[src/rtl/rcw_pkg.sv]
package rcw_pkg;

  typedef enum logic [2:0] {
    PH_IDLE   = 3'd0,
    PH_PRE    = 3'd1,
    PH_CHAN   = 3'd2,
    PH_OFS    = 3'd3,
    PH_DATA   = 3'd4,
    PH_LAUNCH = 3'd5,
    PH_POST   = 3'd6
  } phase_t;

  function automatic logic is_poll(phase_t p);
    return (p == PH_PRE) || (p == PH_POST);
  endfunction

  function automatic logic is_load(phase_t p);
    return (p == PH_CHAN) || (p == PH_OFS) || (p == PH_DATA) || (p == PH_LAUNCH);
  endfunction

endpackage

[src/rtl/rcw_req_latch.sv]
module rcw_req_latch #(
  parameter int CH_W   = 10,
  parameter int OFS_W  = 16,
  parameter int DATA_W = 32
) (
  input  logic              clk,
  input  logic              rst_n,
  input  logic              load,
  input  logic [CH_W-1:0]   in_ch,
  input  logic [OFS_W-1:0]  in_ofs,
  input  logic [DATA_W-1:0] in_data,
  output logic [CH_W-1:0]   ch_q,
  output logic [OFS_W-1:0]  ofs_q,
  output logic [DATA_W-1:0] data_q
);

  // Request fields are captured only on the accepting edge.
  always_ff @(posedge clk or negedge rst_n) begin
    if (!rst_n) begin
      ch_q   <= '0;
      ofs_q  <= '0;
      data_q <= '0;
    end else if (load) begin
      ch_q   <= in_ch;
      ofs_q  <= in_ofs;
      data_q <= in_data;
    end
  end

endmodule

[src/rtl/rcw_bus_drive.sv]
module rcw_bus_drive
  import rcw_pkg::*;
#(
  parameter int ADDR_W    = 3,
  parameter int DATA_W    = 32,
  parameter int CH_W      = 10,
  parameter int OFS_W     = 16,
  parameter int CH_ADDR   = 0,
  parameter int CSR_ADDR  = 2,
  parameter int OFS_ADDR  = 3,
  parameter int DATA_ADDR = 4,
  parameter int WR_BIT    = 0
) (
  input  phase_t            phase,
  input  logic [CH_W-1:0]   ch,
  input  logic [OFS_W-1:0]  ofs,
  input  logic [DATA_W-1:0] data,
  output logic [ADDR_W-1:0] address,
  output logic              rd,
  output logic              wr,
  output logic [DATA_W-1:0] wdata
);

  localparam logic [ADDR_W-1:0] A_CH   = ADDR_W'(CH_ADDR);
  localparam logic [ADDR_W-1:0] A_CSR  = ADDR_W'(CSR_ADDR);
  localparam logic [ADDR_W-1:0] A_OFS  = ADDR_W'(OFS_ADDR);
  localparam logic [ADDR_W-1:0] A_DATA = ADDR_W'(DATA_ADDR);
  localparam logic [DATA_W-1:0] LAUNCH_WORD = DATA_W'(1) << WR_BIT;

  // The bus lines are a pure function of the phase, so they cannot move
  // while the phase waits on a stalled access.
  always_comb begin
    address = '0;
    wdata   = '0;
    rd      = is_poll(phase);
    wr      = is_load(phase);
    unique case (phase)
      PH_PRE, PH_POST: address = A_CSR;
      PH_CHAN: begin
        address = A_CH;
        wdata   = DATA_W'(ch);
      end
      PH_OFS: begin
        address = A_OFS;
        wdata   = DATA_W'(ofs);
      end
      PH_DATA: begin
        address = A_DATA;
        wdata   = data;
      end
      PH_LAUNCH: begin
        address = A_CSR;
        wdata   = LAUNCH_WORD;
      end
      default: begin
        address = '0;
        wdata   = '0;
      end
    endcase
  end

endmodule

[src/rtl/rcw_poll_guard.sv]
module rcw_poll_guard #(
  parameter int PL_W = 16
) (
  input  logic            clk,
  input  logic            rst_n,
  input  logic            clear,
  input  logic            busy_hit,
  input  logic [PL_W-1:0] limit,
  output logic            over
);

  logic [PL_W-1:0] count_q;

  // count_q holds the busy-1 reads seen so far in this phase. The current hit
  // pushes the total past the limit when count_q has already reached it.
  assign over = busy_hit && (count_q >= limit);

  always_ff @(posedge clk or negedge rst_n) begin
    if (!rst_n) begin
      count_q <= '0;
    end else if (clear) begin
      count_q <= '0;
    end else if (busy_hit && !over) begin
      count_q <= count_q + 1'b1;
    end
  end

endmodule

[src/rtl/reconfig_write_seq.sv]
module reconfig_write_seq
  import rcw_pkg::*;
#(
  parameter int ADDR_W    = 3,
  parameter int DATA_W    = 32,
  parameter int CH_W      = 10,
  parameter int OFS_W     = 16,
  parameter int PL_W      = 16,
  parameter int CH_ADDR   = 0,
  parameter int CSR_ADDR  = 2,
  parameter int OFS_ADDR  = 3,
  parameter int DATA_ADDR = 4,
  parameter int BUSY_BIT  = 8,
  parameter int WR_BIT    = 0
) (
  input  logic              clk,
  input  logic              rst_n,
  input  logic              req_valid,
  output logic              req_ready,
  input  logic [CH_W-1:0]   req_channel,
  input  logic [OFS_W-1:0]  req_offset,
  input  logic [DATA_W-1:0] req_data,
  input  logic [PL_W-1:0]   poll_limit,
  output logic              done,
  output logic              timeout,
  output logic [ADDR_W-1:0] bus_address,
  output logic              bus_read,
  output logic              bus_write,
  output logic [DATA_W-1:0] bus_writedata,
  input  logic [DATA_W-1:0] bus_readdata,
  input  logic              bus_waitrequest
);

  localparam logic [DATA_W-1:0] BUSY_MASK = DATA_W'(1) << BUSY_BIT;

  phase_t phase_q, phase_d;
  logic   done_q, done_d, to_q, to_d;
  logic   accept, clear_cnt, acc_done, busy_rd, busy_hit, over;

  logic [CH_W-1:0]   ch_q;
  logic [OFS_W-1:0]  ofs_q;
  logic [DATA_W-1:0] data_q;

  assign req_ready = (phase_q == PH_IDLE);
  assign accept    = req_ready && req_valid;
  assign acc_done  = (bus_read || bus_write) && !bus_waitrequest;
  assign busy_rd   = |(bus_readdata & BUSY_MASK);
  assign busy_hit  = acc_done && is_poll(phase_q) && busy_rd;

  rcw_req_latch #(.CH_W(CH_W), .OFS_W(OFS_W), .DATA_W(DATA_W)) u_latch (
    .clk(clk), .rst_n(rst_n), .load(accept),
    .in_ch(req_channel), .in_ofs(req_offset), .in_data(req_data),
    .ch_q(ch_q), .ofs_q(ofs_q), .data_q(data_q)
  );

  rcw_bus_drive #(
    .ADDR_W(ADDR_W), .DATA_W(DATA_W), .CH_W(CH_W), .OFS_W(OFS_W),
    .CH_ADDR(CH_ADDR), .CSR_ADDR(CSR_ADDR), .OFS_ADDR(OFS_ADDR),
    .DATA_ADDR(DATA_ADDR), .WR_BIT(WR_BIT)
  ) u_drive (
    .phase(phase_q), .ch(ch_q), .ofs(ofs_q), .data(data_q),
    .address(bus_address), .rd(bus_read), .wr(bus_write), .wdata(bus_writedata)
  );

  rcw_poll_guard #(.PL_W(PL_W)) u_guard (
    .clk(clk), .rst_n(rst_n), .clear(clear_cnt), .busy_hit(busy_hit),
    .limit(poll_limit), .over(over)
  );

  always_comb begin
    phase_d   = phase_q;
    done_d    = 1'b0;
    to_d      = 1'b0;
    clear_cnt = 1'b0;
    unique case (phase_q)
      PH_IDLE: begin
        if (accept) begin
          phase_d   = PH_PRE;
          clear_cnt = 1'b1;
        end
      end
      PH_PRE, PH_POST: begin
        if (acc_done) begin
          if (!busy_rd) begin
            phase_d = (phase_q == PH_PRE) ? PH_CHAN : PH_IDLE;
            done_d  = (phase_q == PH_POST);
          end else if (over) begin
            phase_d = PH_IDLE;
            done_d  = 1'b1;
            to_d    = 1'b1;
          end
        end
      end
      PH_CHAN:   if (acc_done) phase_d = PH_OFS;
      PH_OFS:    if (acc_done) phase_d = PH_DATA;
      PH_DATA:   if (acc_done) phase_d = PH_LAUNCH;
      PH_LAUNCH: begin
        if (acc_done) begin
          phase_d   = PH_POST;
          clear_cnt = 1'b1;
        end
      end
      default: phase_d = PH_IDLE;
    endcase
  end

  always_ff @(posedge clk or negedge rst_n) begin
    if (!rst_n) begin
      phase_q <= PH_IDLE;
      done_q  <= 1'b0;
      to_q    <= 1'b0;
    end else begin
      phase_q <= phase_d;
      done_q  <= done_d;
      to_q    <= to_d;
    end
  end

  assign done    = done_q;
  assign timeout = to_q;

endmodule

[config.mk]
export PLATFORM = sky130hd
export DESIGN_NAME = reconfig_write_seq
export DESIGN_NICKNAME = d
export VERILOG_FILES = /design/src/rtl/rcw_pkg.sv /design/src/rtl/rcw_req_latch.sv /design/src/rtl/rcw_bus_drive.sv /design/src/rtl/rcw_poll_guard.sv /design/src/rtl/reconfig_write_seq.sv
export SDC_FILE = /design/constraint.sdc
export NUM_CORES = 1
export LEC_CHECK = 0
export BUFFER_PORTS_ARGS = -buffer_cell sky130_fd_sc_hd__buf_4
export CORE_MARGIN = 8
export CORE_UTILIZATION = 50
export DETAILED_ROUTE_END_ITERATION = 16
export PLACE_DENSITY = 0.87
export SKIP_CTS_REPAIR_TIMING = 1
export SLEW_MARGIN = 40
export SYNTH_ARGS = -nofsm -noshare
export SYNTH_HDL_FRONTEND = slang
export SYNTH_SLANG_ARGS = --single-unit
[constraint.sdc]
create_clock -name clk -period 3.09 [get_ports clk]
set_clock_uncertainty 0.1 [all_clocks]
set_input_delay 0.1545 -clock clk [delete_from_list [all_inputs] [get_ports clk]]
set_output_delay 0.1545 -clock clk [all_outputs]
set_load 0.05 [all_outputs]
=== Word-level counts from Yosys, hierarchy flattened ===
Index checks and enable logic that the tools add are counted.

* $add $sub $neg: 1
* Equal/unequal tests: 13
* Multipliers: 0
* Muxes and demuxes: 24
* Div/mod/pow operators: 0
* $lt $le $gt $ge: 1
* Shifts and indexed selects: 0
* Bitwise operators: 0
* Reduce and logical (&&, ||, !) cells: 18

{| class="wikitable"
|+ Operators with widths
! operator !! number
|-
| one-hot mux 32 bit (4 select lines) || 1
|-
| two-way mux 16 bit || 2
|-
| two-way mux 3 bit || 8
|-
| one-hot mux 3 bit (6 select lines) || 1
|-
| adder 16 x 1 -> 16 bit (second input constant) || 1
|-
| >= comparator 16 bit || 1
|-
| != test 2 bit (second input constant) || 5
|-
| equality test 3 bit (second input constant) || 3
|-
| two-way mux 1 bit || 9
|-
| one-hot mux 3 bit (3 select lines) || 1
|-
| AND reduction 7 bit || 1
|-
| equality test 3 x 2 -> 1 bit (second input constant) || 2
|-
| logical AND 1 bit || 6
|-
| logical OR 1 bit || 5
|-
| equality test 3 x 1 -> 1 bit (second input constant) || 1
|-
| logical NOT 3 bit || 1
|-
| != test 3 x 2 -> 1 bit (second input constant) || 1
|-
| OR reduction 3 bit || 1
|-
| logical NOT 1 bit || 2
|-
| two-way mux 2 bit || 1
|-
| != test 2 x 1 -> 1 bit (second input constant) || 1
|-
| one-hot mux 1 bit (2 select lines) || 1
|-
| nonzero test 2 bit || 1
|-
| OR reduction 2 bit || 1
|}

* Bits in latches: 0
* Word-level logic and storage cells: 64
* Memory bits (read-only): 0
* Output and inout port bits: 40
* Input port bits: 110
* Memories kept: 0
* Memory bits (writable): 0
* Bits in registers: 79

=== Longest topological paths before layout ===
Gate-level depths: netlist of the first run.

* Word-level depth: 13
* Gate-level depth with buffers: 9
* Depth with buffers taken out: 8

=== Modules after synthesis ===
From an unflattened synthesis of the first run, not the netlist that was laid out.

* Cells, all modules: 387
* Area total of the unflattened synthesis: 4461.8 µm²

{| class="wikitable"
|+ Modules (own cells, without submodules)
! module !! instances !! area each (µm²) !! cells each
|-
| rcw_req_latch || 1 || 2228.4 || 122
|-
| rcw_poll_guard || 1 || 1388.8 || 158
|-
| rcw_bus_drive || 1 || 465.4 || 58
|-
| reconfig_write_seq || 1 || 379.1 || 49
|}

=== Worst setup path before layout of the first run ===
OpenSTA, ideal clock, no wires.

* Path kind: register -> output
* Start: reg phase_q[0]
* End: out bus_writedata[1]
* Data arrival time: 2187 ps
* Cell stages (with the launch flop): 6
* Slack: 649 ps
* Path buffers: 2
* Data required time: 2836 ps
* Cell sequence: dfrtp_1 -> buf_2 -> nor3_1 -> clkbuf_1 -> nand2_1 -> o21ai_0

* Word-level cells in the longest chain between the ends: 2
* Elaborated cells between the ends (all ways): 5

{| class="wikitable"
|+ RTL lines
! element !! line !! text
|-
| from (decl) || reconfig_write_seq.sv:36 || <nowiki>phase_t phase_q, phase_d;</nowiki>
|-
| from (signal assigned) || reconfig_write_seq.sv:113 || <nowiki>phase_q <= phase_d;</nowiki>
|-
| equality test 3 bit / equality test 3 x 2 -> 1 bit (equally long branches) || rcw_bus_drive.sv:37 || <nowiki>unique case (phase)</nowiki>
|-
| one-hot mux 32 bit (4 select lines) * || rcw_bus_drive.sv:37 ||
|-
| to (decl) || reconfig_write_seq.sv:29 || <nowiki>output logic [DATA_W-1:0] bus_writedata,</nowiki>
|}

Every way passes the cells marked *; elsewhere a longest branch is shown, timed or not.

=== Final worst setup path of the first run ===
* Start: reg u_guard.count_q[13]
* End: reg u_guard.count_q[8]

* Word-level cells in the longest chain between the ends: 5

{| class="wikitable"
|+ RTL lines
! element !! line !! text
|-
| from (decl) || rcw_poll_guard.sv:12 || <nowiki>logic [PL_W-1:0] count_q;</nowiki>
|-
| from (signal assigned) || rcw_poll_guard.sv:24 || <nowiki>count_q <= count_q + 1'b1;</nowiki>
|-
| >= comparator 16 bit || rcw_poll_guard.sv:16 || <nowiki>assign over = busy_hit && (count_q >= limit);</nowiki>
|-
| logical AND 1 bit || rcw_poll_guard.sv:16 ||
|-
| logical NOT 1 bit || rcw_poll_guard.sv:23 || <nowiki>end else if (busy_hit && !over) begin</nowiki>
|-
| logical AND 1 bit || rcw_poll_guard.sv:23 ||
|-
| nonzero test 2 bit (no line) || -- ||
|}

Every way passes these cells.
A chain may end at the register's enable or synchronous reset.

==> results.rst, run 1 <==
.. list-table::
   :header-rows: 1

   * - Metric
     - Value
   * - Sink count of the clock tree
     - ~80
   * - Proportion of power drawn by the clock network
     - 0.169
   * - Met3 routing resource usage after global routing
     - 0.0786
   * - Setup TNS Final
     - 0 ps
   * - Hold WC Path Type
     - input port to flip-flop
   * - Slew Limit Headroom
     - 0.533
   * - Die extent in x
     - around 110 µm
   * - Power after layout
     - 5110 µW
   * - Clock Tree Buf Depth
     - 2
   * - Leakage power
     - about 0.0028 µW
   * - Switching power summed over all nets
     - about 2200 µW
   * - Fraction of the mapped netlist area in simple logic gates
     - 0.135
   * - Timing-limited maximum frequency
     - approximately 360 MHz
   * - Share of layout cells above drive strength 1
     - 0.364
   * - First-pass GRT wire length
     - roughly 16 mm
   * - Worst-path maximum fanout
     - 12
   * - Layout net count
     - about 680
   * - Combinational family with the most area after synthesis
     - multiplexers
   * - Total wire length after detailed routing
     - roughly 12 mm
   * - Power per Cell Area
     - 865 nW/µm²
   * - Inserted Clock Buffers
     - 9
   * - Largest net degree at the start of global routing
     - 80
   * - Routed vias/inst
     - between 5 and 6
   * - Number of storage elements in the synthesis netlist
     - between 70 and 80
   * - Unrepaired setup endpoints after global routing
     - no
   * - Area taken by multi-input logic gates
     - roughly 1900 µm²
   * - Antenna violations before repair
     - 0
   * - Post-synthesis instance area
     - around 4000 µm²
   * - Area growth from synthesis to layout
     - 44.6%
   * - Layer carrying the most global-route usage
     - met2
   * - Die Span Y
     - roughly 110 µm
   * - Site Rows
     - 33
   * - Switching part of the total power
     - 0.425
   * - Proportion of synthesized area in mux cells
     - 0.187
   * - Mean Syn Cell Area
     - 10.8 µm²
   * - Total via count after detailed routing
     - between 3000 and 4000
   * - Final-report hold violation count
     - 0
   * - Post-route antenna net violation count
     - 0
   * - Fraction of the mapped netlist area in compound gates
     - 0.0940
   * - Sequential share of power
     - 0.334
   * - Number of ports placed on the die boundary
     - 150
   * - Slew @ Worst Pin
     - 700 ps
   * - Placeable Area
     - between 8000 and 9000 µm²
   * - Crit share post-route
     - 0.898
   * - Family with the most delay on the worst path
     - simple AND/OR/NAND/NOR gates
   * - Number of setup violations in the final report
     - 0
   * - Syn. warnings
     - 0
   * - IR drop worst, VDD
     - roughly 0.58 mV
   * - Critical Path Source Type
     - flip-flop
   * - TritonCTS clock tree
     - built
   * - Final Max Tran Viols
     - 0
   * - Cell with the biggest individual delay on the critical path
     - sky130_fd_sc_hd__or3_1
   * - Endpoint type of the worst setup path
     - flip-flop
   * - Fraction of the yosys area taken by sequential cells
     - 0.484
   * - Vias in the first global route
     - roughly 3600
   * - Placed wire-length estimate after detailed placement
     - between 7 and 8 mm
   * - Arithmetic-cell share of the synthesized area counting full adders, half adders and majority gates
     - 0.0520
   * - Crit-path max cell delay
     - 480 ps
   * - WL per Instance
     - around 18 µm
   * - CTS clk-pin slew, worst paths
     - approximately 80 ps
   * - Iteration-0 DRC Markers
     - 160
   * - # DRC
     - 0
   * - Number of enable flip-flop cells after synthesis
     - 0
   * - Comb pwr share
     - 0.496
   * - Initial core utilization
     - 0.508
   * - Cell-internal power
     - just under 3000 µW
   * - Clock root buffer
     - sky130_fd_sc_hd__clkbuf_8
   * - Source-to-sink clock delay at the later pin of the worst-skew pair
     - around 350 ps
   * - Number of buffer and inverter stages on the critical path
     - 0
   * - Dominant register cell in the synthesized netlist
     - sky130_fd_sc_hd__dfrtp_1
   * - WS Path Type
     - flip-flop to flip-flop
   * - CP cell instances
     - ha_1 > a211oi_1 > nor2_1 > nor4_2 > nand4_1 > or3_1 > a21oi_1
   * - Run status
     - completed
   * - Data arrival time at the worst-slack endpoint
     - about 3000 ps
   * - Global-route met1 utilization
     - 0.197
   * - Count of antenna diodes in the layout
     - 0
   * - Fillers
     - ~560
   * - Number of optimization iterations in the first detailed-route pass
     - 4
   * - Ys async rst share
     - 1.00
   * - Xor-xnor portion of the synthesized cell area
     - 0.00643
   * - Number of H-tree branching levels
     - 3
   * - Count of unique library cells instantiated by Yosys
     - 38
   * - Number of nets in the synthesized netlist
     - 504
   * - GRT Overall Usage
     - 0.178
   * - Buffers added on ports
     - approximately 120
   * - Die area
     - ~11000 µm²
   * - Register area
     - roughly 2000 µm²
   * - Count of max-cap constraint violations
     - 0
   * - Last weighted congestion value of the routability-driven placer
     - around 0.77
   * - Global Route met2 Usage
     - 0.298
   * - Required time of the worst setup path
     - 3260 ps
   * - Clock period minus final worst setup slack
     - 2770 ps
   * - Number of instances in the synthesized netlist
     - approximately 380
   * - Sum of overflow across all layers after global routing
     - 0
## per-stage QoR
step	instance area, µm²	setup WS [ps]	cells	hold slack (ps)	utilization
after floorplan	4090	649	377	-241	-
after detailed placement	5090	346	589	134	0.632
after global routing	5910	62.5	665	44.0	0.734
after CTS	5310	317	605	-253	0.660
after global placement	5090	422	589	271	0.632
final	5910	316	665	49.5	0.734
## final timing paths
kind | from | to | slack (ps) | depth (start not counted)
min reg2reg | u_latch.data_q[30]$_DFFE_PN0P_ | u_latch.data_q[30]$_DFFE_PN0P_ | 400 | 1
min in group asynchronous | rst_n | u_latch.ofs_q[2]$_DFFE_PN0P_ | 290 | 2
max in group asynchronous | rst_n | done$_DFF_PN0_ | 2110 | 2
min | bus_readdata[8] | done$_DFF_PN0_ | 50 | 3
max reg2reg | u_guard.count_q[13]$_DFFE_PN0P_ | u_guard.count_q[8]$_DFFE_PN0P_ | 320 | 7
max | u_guard.count_q[13]$_DFFE_PN0P_ | u_guard.count_q[8]$_DFFE_PN0P_ | 320 | 7
## power groups by stage
stage	Sequential, µW	Clock (µW)	Combinational [µW]
4_1_cts	1690	865	2440
2_1_floorplan	1620	0	1760
3_3_place_gp	1670	0	2360
5_1_grt	1760	915	2690
6_report	1710	866	2540
3_5_place_dp	1700	0	2420
## flip-flops by register name, indices dropped and copies added (netlist names)
signal           cells
u_latch.data_q      32
u_latch.ofs_q       16
phase_q              3
u_guard.count_q     16
timeout              1
u_latch.ch_q        10
done                 1
## final cells by class
class | instances | area share
Multi-Input combinational cell | 256 | 0.330
Clock buffer | 10 | 0.0216
Timing Repair Buffer | 185 | 0.261
Inverter | 24 | 0.0152
Tap cell | 105 | 0.0222
Clock inverter | 6 | 0.0157
Sequential cell | 79 | 0.334
## metal layers
metal | vias up | wire length [µm]
met5 | - | 0
met2 | 117 | 6500
li1 | 1683 | -
met1 | 1767 | 4430
met4 | 0 | 214
met3 | 18 | 887
## cell usage in the layout, fill, tap and decap left out, types with 2 or more instances in the layout
cell type                       netlist  routed
sky130_fd_sc_hd__buf_4                0     124
sky130_fd_sc_hd__dfrtp_1             79      79
sky130_fd_sc_hd__dlygate4sd3_1        0      60
sky130_fd_sc_hd__mux2_2              58      58
sky130_fd_sc_hd__o21ai_0             28      28
sky130_fd_sc_hd__inv_1               24      24
sky130_fd_sc_hd__nand2_1             23      23
sky130_fd_sc_hd__a21oi_1             23      23
sky130_fd_sc_hd__and2_1              17      17
sky130_fd_sc_hd__ha_1                17      17
sky130_fd_sc_hd__or3_1               14      14
sky130_fd_sc_hd__nor2_1              11      11
sky130_fd_sc_hd__mux2i_1             11      11
sky130_fd_sc_hd__clkbuf_8             0       9
sky130_fd_sc_hd__nand3_1              8       8
sky130_fd_sc_hd__a22o_1               6       6
sky130_fd_sc_hd__nand4_1              6       6
sky130_fd_sc_hd__nor3_1               6       5
sky130_fd_sc_hd__nand2b_1             4       4
sky130_fd_sc_hd__xnor2_1              3       3
sky130_fd_sc_hd__nand3b_1             2       2
sky130_fd_sc_hd__and3_1               2       2
sky130_fd_sc_hd__nor2b_1              2       2
sky130_fd_sc_hd__a21o_1               2       2
sky130_fd_sc_hd__bufinv_16            0       2
sky130_fd_sc_hd__clkinvlp_4           0       2
sky130_fd_sc_hd__inv_6                0       2
## synth_stat cells, types with 4 or more instances
master / instances / share of area
sky130_fd_sc_hd__a21oi_1: 23 / 0.028
sky130_fd_sc_hd__a22o_1: 6 / 0.013
sky130_fd_sc_hd__and2_1: 17 / 0.026
sky130_fd_sc_hd__buf_2: 6 / 0.0073
sky130_fd_sc_hd__clkbuf_1: 10 / 0.0092
sky130_fd_sc_hd__dfrtp_1: 79 / 0.48
sky130_fd_sc_hd__ha_1: 17 / 0.052
sky130_fd_sc_hd__inv_1: 24 / 0.022
sky130_fd_sc_hd__mux2_2: 58 / 0.16
sky130_fd_sc_hd__mux2i_1: 11 / 0.027
sky130_fd_sc_hd__nand2_1: 23 / 0.021
sky130_fd_sc_hd__nand2b_1: 4 / 0.0061
sky130_fd_sc_hd__nand3_1: 8 / 0.0098
sky130_fd_sc_hd__nand4_1: 6 / 0.0092
sky130_fd_sc_hd__nor2_1: 11 / 0.010
sky130_fd_sc_hd__nor3_1: 6 / 0.0073
sky130_fd_sc_hd__o21ai_0: 28 / 0.034
sky130_fd_sc_hd__or3_1: 14 / 0.021
## logic make-up (layout without fill, tap and decap cells)
family / count (synthesis) / after routing
AO/OA/AOI/OAI: 66 / 66
XOR/XNOR: 3 / 3
adder cells (fa/ha/maj): 17 / 17
buffers and inverters: 42 / 225
flip-flops: 79 / 79
multiplexers: 69 / 69
AND/OR/NAND/NOR: 101 / 101
## worst register-to-register path: cells and delay by family, from the launching register on
| family | cells | cell delay (ps) |
|---|---|---|
| AOI/OAI and AO/OA | 2 | 390 |
| and+or+nand+nor | 4 | 1500 |
| DFF | 1 | 420 |
| adders and majority gates | 1 | 310 |
Power figures use the tool's default switching activity.
==> inputs of run 2 (changes only) <==
--- a/config.mk
+++ b/config.mk
@@ -9,7 +9,7 @@
 export CORE_MARGIN = 8
 export CORE_UTILIZATION = 50
 export DETAILED_ROUTE_END_ITERATION = 16
-export PLACE_DENSITY = 0.87
+export PLACE_DENSITY = 0.79
 export SKIP_CTS_REPAIR_TIMING = 1
 export SLEW_MARGIN = 40
 export SYNTH_ARGS = -nofsm -noshare
==> run 2 against run 1 <==
Compared with the run above:
- die area did not move
- power fell by 1.0%
- core utilization rose by 0.062 points
- cell count fell by 0.15%
- clock power fell by 2.3%
- critical path depth did not move
- sequential cell count did not move
- critical path type unchanged
==> results.rst, run 2 (synthesized netlist as in run 1, its figures left out) <==
.. list-table::
   :header-rows: 1

   * - Metric
     - Value
   * - Die area
     - 11300 µm² (unchanged)
   * - Leakage power
     - 0.00280 µW (-0.14%)
   * - Critical register-to-register path startpoint
     - u_guard.count_q[13]$_DFFE_PN0P_
   * - Start point of the critical path
     - u_guard.count_q[13]$_DFFE_PN0P_
   * - Number of setup violations in the final report
     - 0 (unchanged)
   * - Clock period minus final worst setup slack
     - 2800 ps (+30.8 ps)
   * - Die Span Y
     - 106 µm (unchanged)
   * - Inserted Clock Buffers
     - 9 (unchanged)
   * - TritonCTS clock tree
     - built
   * - Leading cell types in the layout, fill and taps excluded
     - 120 x sky130_fd_sc_hd__buf_4, 79 x sky130_fd_sc_hd__dfrtp_1, 60 x sky130_fd_sc_hd__dlygate4sd3_1
   * - Switching part of the total power
     - 0.418 (-0.00724)
   * - Die extent in x
     - 106 µm (unchanged)
   * - Initial core utilization
     - 0.508 (unchanged)
   * - Critical register-to-register path endpoint
     - u_guard.count_q[12]$_DFFE_PN0P_
   * - Number of optimization iterations in the first detailed-route pass
     - 4 (unchanged)
   * - Number of flip-flops in the largest register
     - 32 (unchanged)
   * - Total wire length after detailed routing
     - 11.1 mm (-7.4%)
   * - Crit-path max cell delay
     - 490 ps (about the same)
   * - Clock root buffer
     - sky130_fd_sc_hd__clkbuf_8
   * - Antenna violations before repair
     - 0 (unchanged)
   * - Slew @ Worst Pin
     - 703 ps (+2.67 ps)
   * - Worst setup slack for register-to-register paths
     - 290 ps (-30 ps)
   * - Share of layout cells above drive strength 1
     - 0.360 (-0.00407)
   * - # DRC
     - 0 (unchanged)
   * - Final Hold Slack
     - 35.2 ps (-14.3 ps)
   * - Worst hold stages
     - 3 (unchanged)
   * - Most common cell after layout, fill and taps aside
     - sky130_fd_sc_hd__buf_4
   * - WL per Instance
     - 16.8 µm (-7.3%)
   * - CP cell instances
     - ha_1 > a211oi_1 > nor2_1 > nor4_2 > nand4_1 > or3_1 > a21oi_1
   * - Endpoint of the worst setup timing path
     - u_guard.count_q[12]$_DFFE_PN0P_
   * - GRT Overall Usage
     - 0.179 (+0.000612)
   * - Iteration-0 DRC Markers
     - 136 (-15%)
   * - Run status
     - completed
   * - Source-to-sink clock delay at the later pin of the worst-skew pair
     - 350 ps (about the same)
   * - Hold WC Path Type
     - input port to flip-flop
   * - Last weighted congestion value of the routability-driven placer
     - 0.749 (-3.0%)
   * - Leading registers by flop count
     - u_latch.data_q (32), u_guard.count_q (16), u_latch.ofs_q (16)
   * - Cell-internal power
     - 2950 µW (+0.22%)
   * - Buffers added on ports
     - 118 (unchanged)
   * - Routed vias/inst
     - 5.28 (-2.0%)
   * - Register containing the most flip-flops in the final layout
     - u_latch.data_q
   * - Final-report hold violation count
     - 0 (unchanged)
   * - WS Path Type
     - flip-flop to flip-flop
   * - Total via count after detailed routing
     - 3509 (-2.1%)
   * - Crit share post-route
     - 0.908 (+0.00996)
   * - Worst-path maximum fanout
     - 12 (unchanged)
   * - Required time of the worst setup path
     - 3250 ps (about the same)
   * - Site Rows
     - 33 (unchanged)
   * - Fillers
     - 573 (+3.1%)
   * - Slew Limit Headroom
     - 0.532 (-0.00178)
   * - IR drop worst, VDD
     - 0.616 mV (+7.0%)
   * - Data arrival time at the worst-slack endpoint
     - 2970 ps (+20 ps)
   * - Area growth from synthesis to layout
     - 44.7% (about the same)
   * - Largest net degree at the start of global routing
     - 80 (unchanged)
   * - Count of max-cap constraint violations
     - 0 (unchanged)
   * - Sum of overflow across all layers after global routing
     - 0 (unchanged)
   * - Unrepaired setup endpoints after global routing
     - no
   * - Comb pwr share
     - 0.497 (about the same)
   * - Critical Path Source Type
     - flip-flop
   * - Family with the most delay on the worst path
     - simple AND/OR/NAND/NOR gates
   * - Number of H-tree branching levels
     - 3 (unchanged)
   * - Timing-limited maximum frequency
     - 357 MHz (-1.1%)
   * - First-pass GRT wire length
     - 16.4 mm (-0.46%)
   * - Endpoint type of the worst setup path
     - flip-flop
   * - Post-route antenna net violation count
     - 0 (unchanged)
   * - CTS clk-pin slew, worst paths
     - 80 ps (about the same)
   * - Setup TNS Final
     - 0 ps (unchanged)
   * - Placeable Area
     - 8050 µm² (unchanged)
   * - Layout net count
     - 680 (-0.29%)
   * - Number of ports placed on the die boundary
     - 150 (unchanged)
   * - Critical path depth in cells
     - 7 (unchanged)
   * - Vias in the first global route
     - 3425 (-3.8%)
   * - Number of buffer and inverter stages on the critical path
     - 0 (unchanged)
   * - Clock Tree Buf Depth
     - 2 (unchanged)
   * - Proportion of power drawn by the clock network
     - 0.167 (-0.002)
   * - Worst R2R Path Depth
     - 7 (unchanged)
   * - Final Max Tran Viols
     - 0 (unchanged)
   * - Power per Cell Area
     - 856 nW/µm² (-1.1%)
   * - Sequential share of power
     - 0.336 (+0.002)
   * - Placed wire-length estimate after detailed placement
     - 7.27 mm (-0.76%)
   * - Cell with the biggest individual delay on the critical path
     - sky130_fd_sc_hd__nor4_2
   * - Sink count of the clock tree
     - 79 (unchanged)
   * - Switching power summed over all nets
     - 2120 µW (-2.7%)
-- run 2: cell count changes in the layout (fill, tap and decap cells not counted), sizes merged --
cell      change
clkinv        +1
clkinvlp      -1
inv           -1
buf           -2
clkbuf        +1
diode         +1
-- run 2: power by group through the flow --
stage | clock network [µW] | registers (µW) | logic, µW
after global placement | 0 | 1670 | 2380
after CTS | 849 | 1690 | 2440
after floorplan | 0 | 1620 | 1760
after global routing | 901 | 1760 | 2680
after detailed placement | 0 | 1710 | 2430
final | 846 | 1700 | 2510
-- run 2: metal layers --
layer  vias up  global-route usage  share of wire
li1       1690                   -              -
met1      1713               0.209           0.40
met2        97               0.291           0.52
met3         9              0.0762          0.073
met4         0              0.0583         0.0082
met5         -                   0              0
-- run 2: worst min-delay path by stage --
stage	from	end	slack, ps
3_5_place_dp	rst_n	u_latch.data_q[10]$_DFFE_PN0P_	140
5_1_grt	bus_readdata[8]	done$_DFF_PN0_	50
2_1_floorplan	rst_n	done$_DFF_PN0_	-240
3_3_place_gp	rst_n	u_latch.data_q[5]$_DFFE_PN0P_	280
4_1_cts	rst_n	u_latch.data_q[10]$_DFFE_PN0P_	-240
6_report	bus_readdata[8]	done$_DFF_PN0_	40
-- run 2: metrics by stage --
stage               setup slack (ps)   util  cells  instance area [µm²]  total power [µW]
floorplan                        649      -    377                 4090              3390
global placement                 422  0.633    587                 5100              4050
detailed placement               383  0.633    587                 5100              4140
CTS                              315  0.660    603                 5310              4980
global route                    6.39  0.734    663                 5910              5330
finish                           285  0.735    664                 5920              5060
-- run 2: final cells by class --
cell class	instances	area [µm²]	share of cell area
repair buffers	183	1550	0.262
inverters	24	90.1	0.0152
multi-input cells	256	1950	0.330
flip-flops and latches	79	1980	0.334
clock inverters	5	81.3	0.0137
well taps	105	131	0.0222
clock buffers	11	131	0.0222
diodes	1	2.50	0.000423
-- run 2: worst min-delay path, stage by stage --
cell and delay (ps):
sky130_fd_sc_hd__buf_4 110, sky130_fd_sc_hd__a211o_1 120, sky130_fd_sc_hd__o31ai_1 60
